==> config.mk <==
export PLATFORM = sky130hd
export DESIGN_NAME = sio_uart_channel
export DESIGN_NICKNAME = d
export VERILOG_FILES = /design/src/rtl/sio_uart_pkg.sv /design/src/rtl/sio_tx.sv /design/src/rtl/sio_rx.sv /design/src/rtl/sio_rxq.sv /design/src/rtl/sio_uart_channel.sv
export SDC_FILE = /design/constraint.sdc
export NUM_CORES = 1
export LEC_CHECK = 0
export ABC_CLOCK_PERIOD_IN_PS = 2750
export CAP_MARGIN = 20
export CORE_MARGIN = 3
export CORE_UTILIZATION = 59
export DETAILED_ROUTE_END_ITERATION = 10
export PLACE_DENSITY = 0.79
export SYNTH_ARGS = -nofsm -noshare
export SYNTH_HDL_FRONTEND = slang
export SYNTH_SLANG_ARGS = --single-unit
==> constraint.sdc <==
create_clock -name clk -period 2.75 [get_ports clk]
set_clock_uncertainty 0.15 [all_clocks]
set_input_delay 0.4125 -clock clk [delete_from_list [all_inputs] [get_ports clk]]
set_output_delay 0.4125 -clock clk [all_outputs]
set_load 0.02 [all_outputs]
==> src/rtl/sio_uart_pkg.sv <==
package sio_uart_pkg;

   localparam int unsigned REG_AW = 3;
   localparam int unsigned BYTE_W = 8;

   localparam logic [REG_AW-1:0] A_STAT = 3'd0;
   localparam logic [REG_AW-1:0] A_TXD  = 3'd1;
   localparam logic [REG_AW-1:0] A_RXD  = 3'd2;
   localparam logic [REG_AW-1:0] A_MODE = 3'd3;
   localparam logic [REG_AW-1:0] A_CTRL = 3'd4;
   localparam logic [REG_AW-1:0] A_EXP  = 3'd5;

   typedef struct packed {
      logic char8;
      logic par_en;
      logic par_odd;
      logic stop2;
      logic ext_clk;
   } mode_t;

   typedef struct packed {
      logic err_ie;
      logic rxf_ie;
      logic txe_ie;
      logic rx_two;
      logic en;
   } ctrl_t;

   typedef enum logic [2:0] {
      TX_IDLE, TX_START, TX_DATA, TX_PAR, TX_STOP1, TX_STOP2
   } tx_state_e;

   typedef enum logic [2:0] {
      RX_IDLE, RX_START, RX_DATA, RX_PAR, RX_STOP, RX_WAITHI
   } rx_state_e;

   // index of the last data bit for the selected character length
   function automatic logic [2:0] last_bit(input logic char8);
      return char8 ? 3'd7 : 3'd6;
   endfunction

endpackage

==> src/rtl/sio_tx.sv <==
module sio_tx
   import sio_uart_pkg::*;
#(
   parameter int unsigned OSR = 16
) (
   input  logic              clk,
   input  logic              rst_n,
   input  logic              clr,
   input  logic              tick,
   input  logic              load,
   input  logic [BYTE_W-1:0] din,
   input  logic              char8,
   input  logic              par_en,
   input  logic              par_odd,
   input  logic              stop2,
   output logic              txd,
   output logic              busy
);
   localparam int unsigned CW = $clog2(OSR);

   tx_state_e         st;
   logic [CW-1:0]     cnt;
   logic [2:0]        idx;
   logic [BYTE_W-1:0] sh;
   logic              par;
   logic              bit_end;

   assign bit_end = tick && (cnt == CW'(OSR - 1));

   always_ff @(posedge clk) begin
      if (!rst_n) begin
         st  <= TX_IDLE;
         cnt <= '0;
         idx <= '0;
         sh  <= '0;
         par <= 1'b0;
      end else if (clr) begin
         st  <= TX_IDLE;
         cnt <= '0;
      end else if (st == TX_IDLE) begin
         if (load) begin
            st  <= TX_START;
            sh  <= din;
            par <= 1'b0;
            cnt <= '0;
            idx <= '0;
         end
      end else begin
         if (tick) cnt <= bit_end ? '0 : cnt + 1'b1;
         if (bit_end) begin
            unique case (st)
               TX_START: st <= TX_DATA;
               TX_DATA: begin
                  par <= par ^ sh[0];
                  sh  <= sh >> 1;
                  if (idx == last_bit(char8)) st <= par_en ? TX_PAR : TX_STOP1;
                  else                        idx <= idx + 1'b1;
               end
               TX_PAR:   st <= TX_STOP1;
               TX_STOP1: st <= stop2 ? TX_STOP2 : TX_IDLE;
               default:  st <= TX_IDLE;
            endcase
         end
      end
   end

   always_comb begin
      unique case (st)
         TX_START: txd = 1'b0;
         TX_DATA:  txd = sh[0];
         TX_PAR:   txd = par ^ par_odd;
         default:  txd = 1'b1;
      endcase
   end

   assign busy = (st != TX_IDLE);

   AST_TX_START_LOW: assert property (@(posedge clk) disable iff (!rst_n || clr)
      $rose(busy) |-> !txd);

endmodule

==> src/rtl/sio_rx.sv <==
module sio_rx
   import sio_uart_pkg::*;
#(
   parameter int unsigned OSR = 16
) (
   input  logic              clk,
   input  logic              rst_n,
   input  logic              clr,
   input  logic              tick,
   input  logic              rxd,
   input  logic              char8,
   input  logic              par_en,
   input  logic              par_odd,
   output logic              done,
   output logic [BYTE_W-1:0] data,
   output logic              perr,
   output logic              ferr
);
   localparam int unsigned CW   = $clog2(OSR);
   localparam int unsigned HALF = OSR / 2;

   rx_state_e         st;
   logic [CW-1:0]     cnt;
   logic [2:0]        idx;
   logic [BYTE_W-1:0] sh;
   logic              par;
   logic              perr_pend;
   logic              s1, rxs;
   logic              bit_end;

   assign bit_end = tick && (cnt == CW'(OSR - 1));

   always_ff @(posedge clk) begin
      if (!rst_n) begin
         s1  <= 1'b1;
         rxs <= 1'b1;
      end else begin
         s1  <= rxd;
         rxs <= s1;
      end
   end

   always_ff @(posedge clk) begin
      if (!rst_n) begin
         st <= RX_IDLE; cnt <= '0; idx <= '0; sh <= '0; par <= 1'b0;
         perr_pend <= 1'b0; done <= 1'b0; data <= '0; perr <= 1'b0; ferr <= 1'b0;
      end else if (clr) begin
         st   <= RX_IDLE;
         cnt  <= '0;
         done <= 1'b0;
      end else begin
         done <= 1'b0;
         unique case (st)
            RX_IDLE: if (tick && !rxs) begin
               st  <= RX_START;
               cnt <= '0;
            end
            RX_START: if (tick) begin
               if (cnt == CW'(HALF - 1)) begin
                  cnt <= '0;
                  if (!rxs) begin
                     st <= RX_DATA; idx <= '0; par <= 1'b0; perr_pend <= 1'b0;
                  end else begin
                     st <= RX_IDLE;
                  end
               end else begin
                  cnt <= cnt + 1'b1;
               end
            end
            RX_WAITHI: if (rxs) st <= RX_IDLE;
            default: begin
               if (tick) cnt <= bit_end ? '0 : cnt + 1'b1;
               if (bit_end) begin
                  if (st == RX_DATA) begin
                     sh  <= {rxs, sh[BYTE_W-1:1]};
                     par <= par ^ rxs;
                     if (idx == last_bit(char8)) st <= par_en ? RX_PAR : RX_STOP;
                     else                        idx <= idx + 1'b1;
                  end else if (st == RX_PAR) begin
                     perr_pend <= ((par ^ rxs) != par_odd);
                     st        <= RX_STOP;
                  end else begin
                     done <= 1'b1;
                     data <= char8 ? sh : {1'b0, sh[BYTE_W-1:1]};
                     perr <= perr_pend;
                     ferr <= !rxs;
                     st   <= rxs ? RX_IDLE : RX_WAITHI;
                  end
               end
            end
         endcase
      end
   end

   AST_RX_DONE_PULSE: assert property (@(posedge clk) disable iff (!rst_n)
      done |=> !done);

endmodule

==> src/rtl/sio_rxq.sv <==
module sio_rxq #(
   parameter int unsigned DEPTH = 2,
   parameter int unsigned W     = 8
) (
   input  logic                       clk,
   input  logic                       rst_n,
   input  logic                       flush,
   input  logic                       push,
   input  logic [W-1:0]               din,
   input  logic                       pop,
   output logic [W-1:0]               dout,
   output logic [$clog2(DEPTH+1)-1:0] count,
   output logic                       ovf
);
   localparam int unsigned AW   = $clog2(DEPTH);
   localparam int unsigned CNTW = $clog2(DEPTH + 1);

   if (DEPTH < 2 || (DEPTH & (DEPTH - 1)) != 0) begin : g_bad_depth
      $error("sio_rxq: DEPTH must be a power of two and at least 2");
   end

   logic [W-1:0]  mem [DEPTH];
   logic [AW-1:0] wptr, rptr;
   logic          pop_ok, push_ok;

   assign pop_ok  = pop && (count != '0) && !flush;
   assign push_ok = push && !flush && ((count != CNTW'(DEPTH)) || pop_ok);
   assign ovf     = push && !flush && !push_ok;
   assign dout    = mem[rptr];

   always_ff @(posedge clk) begin
      if (push_ok) mem[wptr] <= din;
   end

   always_ff @(posedge clk) begin
      if (!rst_n || flush) begin
         wptr  <= '0;
         rptr  <= '0;
         count <= '0;
      end else begin
         if (push_ok) wptr <= wptr + 1'b1;
         if (pop_ok)  rptr <= rptr + 1'b1;
         count <= count + CNTW'(push_ok) - CNTW'(pop_ok);
      end
   end

   AST_NO_OVERFLOW: assert property (@(posedge clk) disable iff (!rst_n || flush)
      ovf |=> count == CNTW'(DEPTH));

   AST_POP_DRAINS: assert property (@(posedge clk) disable iff (!rst_n || flush)
      (pop && count != '0 && !push) |=> count == $past(count) - 1'b1);

endmodule

==> src/rtl/sio_uart_channel.sv <==
module sio_uart_channel
   import sio_uart_pkg::*;
#(
   parameter int unsigned BAUD_DIV  = 4,
   parameter int unsigned OSR       = 16,
   parameter int unsigned RXQ_DEPTH = 2
) (
   input  logic              clk,
   input  logic              rst_n,
   input  logic [REG_AW-1:0] reg_addr,
   input  logic              reg_wr,
   input  logic              reg_rd,
   input  logic [BYTE_W-1:0] reg_wdata,
   output logic [BYTE_W-1:0] reg_rdata,
   input  logic              ext_tick,
   input  logic              rxd,
   output logic              txd,
   output logic              irq_txe,
   output logic              irq_rxf,
   output logic              irq_rxerr
);
   localparam int unsigned QCW = $clog2(RXQ_DEPTH + 1);

   if (OSR < 4 || (OSR % 2) != 0) begin : g_bad_osr
      $error("sio_uart_channel: OSR must be even and at least 4");
   end
   if (BAUD_DIV < 1) begin : g_bad_div
      $error("sio_uart_channel: BAUD_DIV must be at least 1");
   end

   mode_t             mode_q;
   ctrl_t             ctrl_q;
   logic [2:0]        ir_div_q;
   logic              ir_on_q;
   logic [BYTE_W-1:0] tx_buf;
   logic              tdbe, fer_q, per_q, oer_q;
   logic              int_tick, tick, load, tx_busy;
   logic              rx_done, rx_perr, rx_ferr;
   logic [BYTE_W-1:0] rx_data, q_dout;
   logic [QCW-1:0]    q_cnt;
   logic              q_ovf, q_pop, q_two;
   logic              wr_st, wr_tx, wr_mode, wr_ctrl, wr_exp;

   // ---------------- oversampling tick ----------------
   if (BAUD_DIV == 1) begin : g_div_bypass
      assign int_tick = 1'b1;
   end else begin : g_div
      localparam int unsigned DCW = $clog2(BAUD_DIV);
      logic [DCW-1:0] dcnt;
      always_ff @(posedge clk) begin
         if (!rst_n || !ctrl_q.en || dcnt == DCW'(BAUD_DIV - 1)) dcnt <= '0;
         else                                                     dcnt <= dcnt + 1'b1;
      end
      assign int_tick = ctrl_q.en && (dcnt == DCW'(BAUD_DIV - 1));
   end

   assign tick = mode_q.ext_clk ? ext_tick : int_tick;

   // ---------------- register writes ----------------
   assign wr_st   = reg_wr && (reg_addr == A_STAT);
   assign wr_tx   = reg_wr && (reg_addr == A_TXD);
   assign wr_mode = reg_wr && (reg_addr == A_MODE);
   assign wr_ctrl = reg_wr && (reg_addr == A_CTRL);
   assign wr_exp  = reg_wr && (reg_addr == A_EXP);
   assign q_pop   = reg_rd && (reg_addr == A_RXD);
   assign load    = ctrl_q.en && !tdbe && !tx_busy;
   assign q_two   = (q_cnt >= QCW'(2));

   always_ff @(posedge clk) begin
      if (!rst_n) begin
         mode_q   <= '0;
         ctrl_q   <= '0;
         ir_div_q <= '0;
         ir_on_q  <= 1'b0;
         tx_buf   <= '0;
         tdbe     <= 1'b1;
         fer_q    <= 1'b0;
         per_q    <= 1'b0;
         oer_q    <= 1'b0;
      end else begin
         if (wr_mode) mode_q <= reg_wdata[4:0];
         if (wr_ctrl) ctrl_q <= {reg_wdata[6:4], reg_wdata[1:0]};
         if (wr_exp) begin
            ir_div_q <= reg_wdata[6:4];
            ir_on_q  <= reg_wdata[0];
         end
         if (wr_tx)     tx_buf <= reg_wdata;
         if (wr_tx)     tdbe   <= 1'b0;
         else if (load) tdbe   <= 1'b1;
         // hardware set wins over a same-cycle clear
         fer_q <= (fer_q & ~(wr_st & reg_wdata[6])) | (rx_done & rx_ferr);
         per_q <= (per_q & ~(wr_st & reg_wdata[5])) | (rx_done & rx_perr);
         oer_q <= (oer_q & ~(wr_st & reg_wdata[4])) | q_ovf;
      end
   end

   // ---------------- datapath ----------------
   sio_tx #(.OSR(OSR)) u_tx (
      .clk(clk), .rst_n(rst_n), .clr(!ctrl_q.en), .tick(tick), .load(load),
      .din(tx_buf), .char8(mode_q.char8), .par_en(mode_q.par_en),
      .par_odd(mode_q.par_odd), .stop2(mode_q.stop2), .txd(txd), .busy(tx_busy)
   );

   sio_rx #(.OSR(OSR)) u_rx (
      .clk(clk), .rst_n(rst_n), .clr(!ctrl_q.en), .tick(tick), .rxd(rxd),
      .char8(mode_q.char8), .par_en(mode_q.par_en), .par_odd(mode_q.par_odd),
      .done(rx_done), .data(rx_data), .perr(rx_perr), .ferr(rx_ferr)
   );

   sio_rxq #(.DEPTH(RXQ_DEPTH), .W(BYTE_W)) u_q (
      .clk(clk), .rst_n(rst_n), .flush(!ctrl_q.en), .push(rx_done), .din(rx_data),
      .pop(q_pop), .dout(q_dout), .count(q_cnt), .ovf(q_ovf)
   );

   // ---------------- read mux ----------------
   always_comb begin
      case (reg_addr)
         A_STAT:  reg_rdata = {1'b0, fer_q, per_q, oer_q, q_two, tx_busy, (q_cnt != '0), tdbe};
         A_TXD:   reg_rdata = tx_buf;
         A_RXD:   reg_rdata = (q_cnt != '0) ? q_dout : '0;
         A_MODE:  reg_rdata = {3'b000, mode_q};
         A_CTRL:  reg_rdata = {1'b0, ctrl_q.err_ie, ctrl_q.rxf_ie, ctrl_q.txe_ie,
                               2'b00, ctrl_q.rx_two, ctrl_q.en};
         A_EXP:   reg_rdata = {1'b0, ir_div_q, 3'b000, ir_on_q};
         default: reg_rdata = '0;
      endcase
   end

   assign irq_txe   = ctrl_q.txe_ie & tdbe;
   assign irq_rxf   = ctrl_q.rxf_ie & (ctrl_q.rx_two ? q_two : (q_cnt != '0));
   assign irq_rxerr = ctrl_q.err_ie & (fer_q | per_q | oer_q);

   AST_LOAD_FROM_FULL: assert property (@(posedge clk) disable iff (!rst_n)
      $rose(tx_busy) |-> !$past(tdbe));

   AST_OER_W1C: assert property (@(posedge clk) disable iff (!rst_n)
      $fell(oer_q) |-> $past(wr_st && reg_wdata[4]));

   AST_PER_W1C: assert property (@(posedge clk) disable iff (!rst_n)
      $fell(per_q) |-> $past(wr_st && reg_wdata[5]));

   AST_FLUSH_OFF: assert property (@(posedge clk) disable iff (!rst_n)
      !ctrl_q.en |=> q_cnt == '0);

   AST_RXF_HAS_DATA: assert property (@(posedge clk) disable iff (!rst_n)
      irq_rxf |-> q_cnt != '0);

endmodule

==> results.json, run 1 <==
{
  "status": "completed",
  "switching_share": 0.259,
  "crit_fanout": 10,
  "total_leakage_power_nw": 2.14,
  "rrSetupSlack_ps": 540,
  "power_frac_clock": 0.372,
  "worstPathCellList": "clkdlybuf4s50_1 > buf_4 > mux4_2 > inv_1 > o22ai_1 > dlygate4sd2_1",
  "synth.mux.area_fraction": 0.107,
  "dieArea_um2": 9480,
  "synth-async-reset-ratio": 0,
  "drt-pass1-iter-count": 4,
  "cap_violations": 0,
  "syn_inst": 532,
  "worst_slew_pin_slew_ps": 1030,
  "grt_overflow": 0,
  "grt_pass1_wl_um": 18600,
  "ctsResizeCount": 10,
  "arrival_ps": 2080,
  "endpoint_kind": "primary output",
  "avgSynthCellArea_um2": 9.26,
  "grt_pass1_vias": 3910,
  "report.final.slew_viol_count": 0,
  "syn-num-nets": 555,
  "cts_max_path_buffers": 2,
  "fin_util": 0.703,
  "ys.flop_type": "dfxtp_1",
  "worstSetupPathType": "in2out",
  "post-cts-setup-buffer-count": 0,
  "p_sw_mw": 0.676,
  "place_congestion": 0.903,
  "die_h_um": 97.4,
  "drc": 0,
  "diodes": 0,
  "gr-usage-met3": 0.0617,
  "pwr-share-seq": 0.581,
  "cts_tree": "built",
  "drive_gt1_frac": 0.108,
  "hpwl_um": 8060,
  "cts-buffers-inserted": 9,
  "grt_util_met1": 0.302,
  "ir_worst_vdd_mv": 0.301,
  "fmax_mhz": 379,
  "yosys_warnings": 0,
  "detail-route-antenna-nets": 0,
  "start_kind": "input pin",
  "clock_sinks": 101,
  "hold_depth": 1,
  "grt_usage": 0.241,
  "relSlewSlack": 0.312,
  "setup_violations": 0,
  "start_util": 0.621,
  "via_per_inst": 6.01,
  "grt_max_degree": 32,
  "yosysUniqueCellTypes": 72,
  "synth-simple-area-share": 0.206,
  "syn2layout_area_growth_pct": 13.1,
  "synth_fa_ha_area_frac": 0.0152,
  "rsz0062_at_grt": "no",
  "fin_setup_tns_ps": 0,
  "hold_viol_final": 0,
  "hp-class": "reg2reg",
  "dieWidth_um": 97.4,
  "seq_area_frac_synth": 0.443,
  "clock_latency_ps": 380,
  "netlist_area_um2": 4920,
  "reg2regPathDepth": 5,
  "via_count": 4001,
  "grt_busiest_layer": "met2",
  "synth_top_family_by_area": "simple AND/OR/NAND/NOR gates",
  "ioPinCount": 29,
  "finalNetCount": 582,
  "avgRoutedWirePerCell_um": 16.9,
  "power.density_nw_per_um2": 468,
  "crit_required_ps": 2190,
  "fin_crit_ps": 2640,
  "max_stage_delay_ps": 500,
  "synth_edf_count": 16,
  "drtIter0Drc": 182,
  "rows": 32,
  "antenna_found_initial": 0,
  "path_clk_slew_ps": 110,
  "p_int_mw": 1.93,
  "setup_slack_ps": 112,
  "pre_cts_slack_ps": -221,
  "pwr-share-comb": 0.047,
  "synth_xor_area_frac": 0.0193,
  "io_buffers": 28,
  "core-area_um2": 7930,
  "synth_compound_area_frac": 0.169,
  "slowest_stage": "clkdlybuf4s50_1",
  "htreeDepth": 3,
  "grt.met2_usage": 0.406,
  "min_period_over_period": 0.959,
  "yosys_register_bits": 101,
  "wirelength_um": 11300,
  "ctsHoldBuffers": 0,
  "cts_root_buffer": "clkbuf_8"
}
-- cell type report --
class / count / area, um^2
inverter: 11 / 41.3
multi-input combinational: 385 / 2550
tap: 102 / 128
clock inverter: 7 / 93.8
clock buffer: 9 / 124
timing repair buffer: 51 / 447
fill: 624 / 2360
sequential: 101 / 2180
-- layout by cell type (no fill, tap or decap), types with 12 or more instances in the layout --
cell type,netlist,final
dfxtp_1,85,84
nand2_1,72,72
nor2_1,48,48
mux2i_1,46,46
a21oi_1,26,26
buf_4,1,23
clkdlybuf4s50_1,0,20
nand3_1,17,17
edfxtp_1,16,16
nor2b_1,15,15
o21ai_0,12,12
-- power by group through the flow --
stage / Clock [mW] / Combinational, mW / Sequential [mW]
floorplan: 0 / 0.0690 / 1.54
global placement: 0 / 0.120 / 1.55
detailed placement: 0 / 0.122 / 1.55
CTS: 0.987 / 0.122 / 1.51
global route: 1.05 / 0.132 / 1.52
finish: 0.969 / 0.123 / 1.51
-- metal layers --
metal  routed length, um  part of all wire
met1                5040              0.45
met3                 535             0.048
met2                5460              0.49
met5                   0                 0
met4                 216             0.019
-- path summary, 6_finish.rpt --
check | startpoint | end
max | reg_addr[2] | reg_rdata[5]
min | u_rx.s1 | u_rx.rxs
max reg2reg | u_rx.st[1] | u_rx.perr_pend
min reg2reg | u_rx.s1 | u_rx.rxs
-- state kept, by name (all words and copies together), names as in the netlist, 2 cells and up, named ones only --
name and count:
mode_q 5, tx_buf 8, u_tx.idx 3, u_rx.cnt 4
u_q.mem 16, ctrl_q 5, u_tx.cnt 4, u_rx.data 8
g_div.dcnt 2, u_q.count 2, u_tx.st 3, ir_div_q 3
u_rx.sh 8, u_rx.idx 3, u_tx.sh 8, u_rx.st 3
-- Yosys cell counts, types with 3 or more instances --
library cell  count  area (um^2)
nor2_1           48          180
or3_1             4         25.0
nand3_1          17         85.1
inv_1            11         41.3
mux2i_1          46          460
a211oi_1          4         30.0
nor3_1            9         45.0
nand2b_1          8         50.1
o21ai_0          12         60.1
o22ai_1          11         68.8
a31oi_1           4         25.0
xnor2_1           7         61.3
and2_1            5         31.3
nand2_1          72          270
a311oi_1          7         61.3
nor2b_1          15         93.8
dfxtp_1          85         1700
edfxtp_1         16          480
o211ai_1          3         22.5
buf_2             5         25.0
a21o_1            3         22.5
nor3b_1           5         37.5
a21oi_1          26          130
buf_1             4         15.0
o211a_1           7         70.1
nand3b_1          6         45.0
a22oi_1           4         30.0
a21boi_0          6         45.0
ha_1              6         75.1
clkbuf_1         23         86.3
-- kinds of logic after synthesis --
logic type                 count (synthesis)
and+or+nand+nor                          207
AOI/OAI and AO/OA                        112
DFF                                      101
muxes                                     50
buffers and inverters                     46
xor gates and xnor gates                  10
adders and majority gates                  6
-- metrics by stage --
stage / hold WS [ps] / cells / instance area, um^2 / total power, mW
global placement: 239 / 650 / 5350 / 1.67
floorplan: 236 / 532 / 4920 / 1.61
finish: 268 / 666 / 5570 / 2.61
global route: 284 / 666 / 5570 / 2.69
detailed placement: 244 / 650 / 5350 / 1.67
CTS: 270 / 666 / 5570 / 2.62
-- worst max-delay path, delay by kind of cell --
kind / cells / cell delay [ps]
mux: 1 / 500
buf+inv: 4 / 1100
compound gates: 1 / 60
No activity file was read; power rests on OpenSTA's default activity.
==> inputs of run 2 (changes only) <==
ABC_CLOCK_PERIOD_IN_PS = 3400   (was 2750)
CORE_MARGIN = 2   (was 3)
CORE_UTILIZATION = 64   (was 59)
PLACE_DENSITY = 0.85   (was 0.79)
clock period = 3.4 ns   (was 2.75 ns; I/O delays follow)
==> run 2 against run 1 <==
Effect of this change:
- wire length increased by 0.44%
- setup slack improved by 150 ps
- highest routed layer unchanged
- flip-flop and latch count unchanged
- via count down 0.15%
- clock power decreased by 19%
- power is 19% lower
- first-iteration DRC count increased by 30%
- register-to-register slack improved by 380 ps
- sequential power decreased by 19%
- final cell count is 1.8% lower
- global-route usage up 3.9 points
==> results.json, run 2 (synthesis results as in run 1) <==
{
  "status": "completed",
  "layout_commonest_cell": "dfxtp_1",
  "grt.met2_usage": 0.485,
  "endpoint": "reg_rdata[4]",
  "wirelength_um": 11300,
  "hp-class": "reg2reg",
  "dieWidth_um": 91.7,
  "cts_max_path_buffers": 2,
  "path_clk_slew_ps": 100,
  "syn2layout_area_growth_pct": 11.3,
  "avgRoutedWirePerCell_um": 17.3,
  "ioPinCount": 29,
  "crit_required_ps": 2740,
  "ir_worst_vdd_mv": 0.254,
  "drive_gt1_frac": 0.0865,
  "crit_path_start": "reg_addr[1]",
  "slowest_stage": "clkdlybuf4s50_1",
  "reg2reg_from": "u_rx.st[0]",
  "worst_slew_pin_slew_ps": 1070,
  "clock_latency_ps": 370,
  "die_h_um": 91.7,
  "grt_max_degree": 32,
  "report.final.slew_viol_count": 0,
  "via_count": 3995,
  "power.density_nw_per_um2": 384,
  "grt_pass1_vias": 3842,
  "cap_violations": 0,
  "rsz0062_at_grt": "no",
  "diodes": 0,
  "core-area_um2": 7370,
  "drtIter0Drc": 237,
  "regMostFlops": "u_q.mem",
  "via_per_inst": 6.11,
  "post-cts-setup-buffer-count": 0,
  "ctsResizeCount": 0,
  "hold_viol_final": 0,
  "drt-pass1-iter-count": 5,
  "fin_setup_tns_ps": 0,
  "grt_busiest_layer": "met2",
  "setup_slack_ps": 262,
  "largest_reg_flops": 16,
  "gr-usage-met3": 0.0575,
  "reg2regPathDepth": 5,
  "hpwl_um": 8070,
  "start_util": 0.668,
  "start_kind": "input pin",
  "fin_crit_ps": 3140,
  "setup_violations": 0,
  "finalNetCount": 573,
  "grt_overflow": 0,
  "min_period_over_period": 0.923,
  "grt_util_met1": 0.354,
  "drc": 0,
  "grt_pass1_wl_um": 18800,
  "endpoint_kind": "primary output",
  "cts-buffers-inserted": 9,
  "crit_fanout": 5,
  "whs_ps": 291,
  "place_congestion": 0.932,
  "antenna_found_initial": 0,
  "relSlewSlack": 0.287,
  "layout_common_cells": "85 x dfxtp_1, 72 x nand2_1, 48 x nor2_1",
  "worstSetupPathType": "in2out",
  "cp_common_cell": "clkdlybuf4s50_1",
  "detail-route-antenna-nets": 0,
  "htreeDepth": 3,
  "ctsHoldBuffers": 0,
  "rrSetupSlack_ps": 920,
  "cts_root_buffer": "clkbuf_8",
  "total_leakage_power_nw": 2.03,
  "io_buffers": 28,
  "fmax_mhz": 319,
  "pre_cts_slack_ps": 293,
  "clock_sinks": 101,
  "cts_tree": "built",
  "max_stage_delay_ps": 640,
  "grt_usage": 0.280,
  "dieArea_um2": 8410,
  "arrival_ps": 2480,
  "rows": 31,
  "worstPathCellList": "clkdlybuf4s50_1 > nor3b_1 > o21ai_1 > o22a_1 > o21ai_0 > clkdlybuf4s50_1",
  "regToRegEndpoint": "u_rx.perr_pend"
}
## run 2: cell types whose count changed in the layout (fill, tap and decap cells not counted), sizes merged, moves of 3 or more
| cell | delta |
|---|---|
| buf | -9 |
| clkdlybuf4s50 | +8 |
| clkinv | -3 |
| dlygate4sd2 | -7 |
## run 2: worst min path at each step
stage	from	end	depth (start not counted)
5_1_grt	g_div.dcnt[0]	g_div.dcnt[0]	1
4_1_cts	g_div.dcnt[0]	g_div.dcnt[0]	1
3_3_place_gp	u_rx.s1	u_rx.rxs	1
3_5_place_dp	u_rx.s1	u_rx.rxs	1
6_report	g_div.dcnt[0]	g_div.dcnt[0]	1
2_1_floorplan	u_rx.s1	u_rx.rxs	1
## run 2: critical path: cells and delay by family
kind | cells | cell delay, ps
buffers and inverters | 2 | 1120
AO/OA/AOI/OAI | 3 | 580
AND/OR/NAND/NOR | 1 | 270
## run 2: routing by layer
| metal | wire length (um) | share of wire |
|---|---|---|
| met1 | 4910 | 0.43 |
| met3 | 578 | 0.051 |
| met5 | 0 | 0 |
| met4 | 179 | 0.016 |
| met2 | 5640 | 0.50 |
## run 2: cell type report
cell class                 instances  area [um^2]
sequential                       101         2180
timing repair buffer              42          385
clock inverter                     7         78.8
fill                             545         1890
inverter                          11         41.3
multi-input combinational        385         2540
tap                               99          124
clock buffer                       9          124
## run 2: report_power, final
| group | switching [mW] | total, mW | internal [mW] | leakage, nW |
|---|---|---|---|---|
| registers | 0.00896 | 1.22 | 1.22 | 0.870 |
| clock network | 0.431 | 0.781 | 0.350 | 0.0998 |
| logic | 0.0552 | 0.100 | 0.0451 | 1.06 |
## run 2: per-stage QoR
stage,cell area [um^2],cells,util,total power [mW]
after CTS,5480,654,0.744,2.12
final,5480,654,0.744,2.11
after floorplan,4920,532,-,1.30
after detailed placement,5280,638,0.716,1.35
after global routing,5480,654,0.744,2.18
after global placement,5280,638,0.716,1.35
==> inputs of run 3 (changes only) <==
CORE_MARGIN = unset   (was 2)
==> run 3 against run 2 <==
Effect of this change:
- wire length is 2.3% lower
- sequential share of layout area fell by 0.20 points
- combinational power hardly changed
- critical endpoint unchanged
==> results.json, run 3 (synthesis results as in run 1) <==
{
  "status": "completed",
  "setup_violations": 0,
  "crit_fanout": 9,
  "path_buf_inv": 2,
  "layout_common_cells": "85 x dfxtp_1, 72 x nand2_1, 48 x nor2_1",
  "grt_pass1_wl_um": 18300,
  "via_count": 3981,
  "grt_pass1_vias": 3844,
  "worstSetupPathType": "in2out",
  "fill_cells": 518,
  "ir_worst_vdd_mv": 0.328,
  "worst_slew_pin_slew_ps": 850,
  "start_util": 0.672,
  "hpwl_um": 7890,
  "crit_required_ps": 2740,
  "clock_sinks": 101,
  "fin_setup_tns_ps": 0,
  "path_clk_slew_ps": 100,
  "die_h_um": 89.7,
  "largest_reg_flops": 16,
  "cap_violations": 0,
  "detail-route-antenna-nets": 0,
  "cts-buffers-inserted": 9,
  "stdcell_area_um2": 5510,
  "hold_viol_final": 0,
  "diodes": 0,
  "dieArea_um2": 8050,
  "ioPinCount": 29,
  "rsz0062_at_grt": "no",
  "relSlewSlack": 0.433,
  "regMostFlops": "u_q.mem",
  "grt_usage": 0.284,
  "cts_max_path_buffers": 2,
  "power.density_nw_per_um2": 391,
  "placed_area_um2": 5290,
  "cp_top_family": "buffers and inverters",
  "start_kind": "input pin",
  "via_per_inst": 6.08,
  "layout_commonest_cell": "dfxtp_1",
  "io_buffers": 28,
  "ctsResizeCount": 0,
  "drtIter0Drc": 214,
  "fmax_mhz": 306,
  "cts_root_buffer": "clkbuf_8",
  "total_power_mw": 2.15,
  "clock_latency_ps": 360,
  "drt-pass1-iter-count": 4,
  "hp-class": "reg2reg",
  "total_leakage_power_nw": 2.06,
  "ctsHoldBuffers": 0,
  "slowest_stage": "clkdlybuf4s50_1",
  "finalNetCount": 574,
  "whs_ps": 292,
  "report.final.slew_viol_count": 0,
  "syn2layout_area_growth_pct": 11.8,
  "cp_common_cell": "clkdlybuf4s50_1",
  "wirelength_um": 11000,
  "worstPathCellList": "clkdlybuf4s50_1 > nor3b_1 > o21ai_1 > o22a_1 > o21ai_0 > clkdlybuf4s50_1",
  "arrival_ps": 2610,
  "antenna_found_initial": 0,
  "cts_tree": "built",
  "grt_overflow": 0,
  "dieWidth_um": 89.7,
  "fin_crit_ps": 3270,
  "grt_max_degree": 43,
  "avgRoutedWirePerCell_um": 16.9,
  "endpoint_kind": "primary output",
  "drive_gt1_frac": 0.0881,
  "drc": 0,
  "min_period_over_period": 0.961,
  "max_stage_delay_ps": 630,
  "post-cts-setup-buffer-count": 0,
  "htreeDepth": 3,
  "place_congestion": 0.960,
  "rows": 31,
  "core-area_um2": 7330
}
==> run 3: changes by cell type in the layout (fill, tap and decap cells not counted), sizes merged <==
| cell | before | now |
|---|---|---|
| clkbuf | 9 | 10 |
| clkinv | 2 | 1 |
| inv | 14 | 15 |
| clkinvlp | 1 | 0 |
| buf | 14 | 15 |
==> run 3: path summary, 6_finish.rpt <==
path,start,endpoint,slack [ps],cells after the start
worst max register to register,u_rx.st[0],u_rx.perr_pend,1050,5
worst min-delay path,g_div.dcnt[0],g_div.dcnt[0],290,1
worst min register to register,g_div.dcnt[0],g_div.dcnt[0],290,1
worst max-delay path,reg_addr[1],reg_rdata[4],130,6
==> run 3: power by group <==
| group | switching (mW) | internal (mW) | total (mW) |
|---|---|---|---|
| clock | 0.432 | 0.398 | 0.830 |
| combinational | 0.0540 | 0.0456 | 0.0997 |
| sequential | 0.00869 | 1.22 | 1.22 |
==> run 3: layout make-up <==
cell class	instances	area, um^2	share of cell area
Timing Repair Buffer	43	393	0.0713
Inverter	11	41.3	0.00750
Clock buffer	10	149	0.0270
Tap cell	99	124	0.0225
Sequential cell	101	2180	0.396
Clock inverter	6	73.8	0.0134
Multi-Input combinational cell	385	2540	0.462
==> run 3: per-layer routing <==
layer  wire [um]  vias up  GRT usage
met5           0        -          0
met4         252        0      0.101
met3         541       23     0.0525
met2        5390      133      0.484
met1        4860     1884      0.359
li1            -     1941          -
==> run 3: stage by stage <==
| step | setup WS [ps] | instances | utilization |
|---|---|---|---|
| finish | 131 | 655 | 0.751 |
| detailed placement | 155 | 639 | 0.721 |
| global route | 10.2 | 655 | 0.751 |
| floorplan | 987 | 532 | - |
| global placement | 279 | 639 | 0.721 |
| CTS | 135 | 655 | 0.751 |
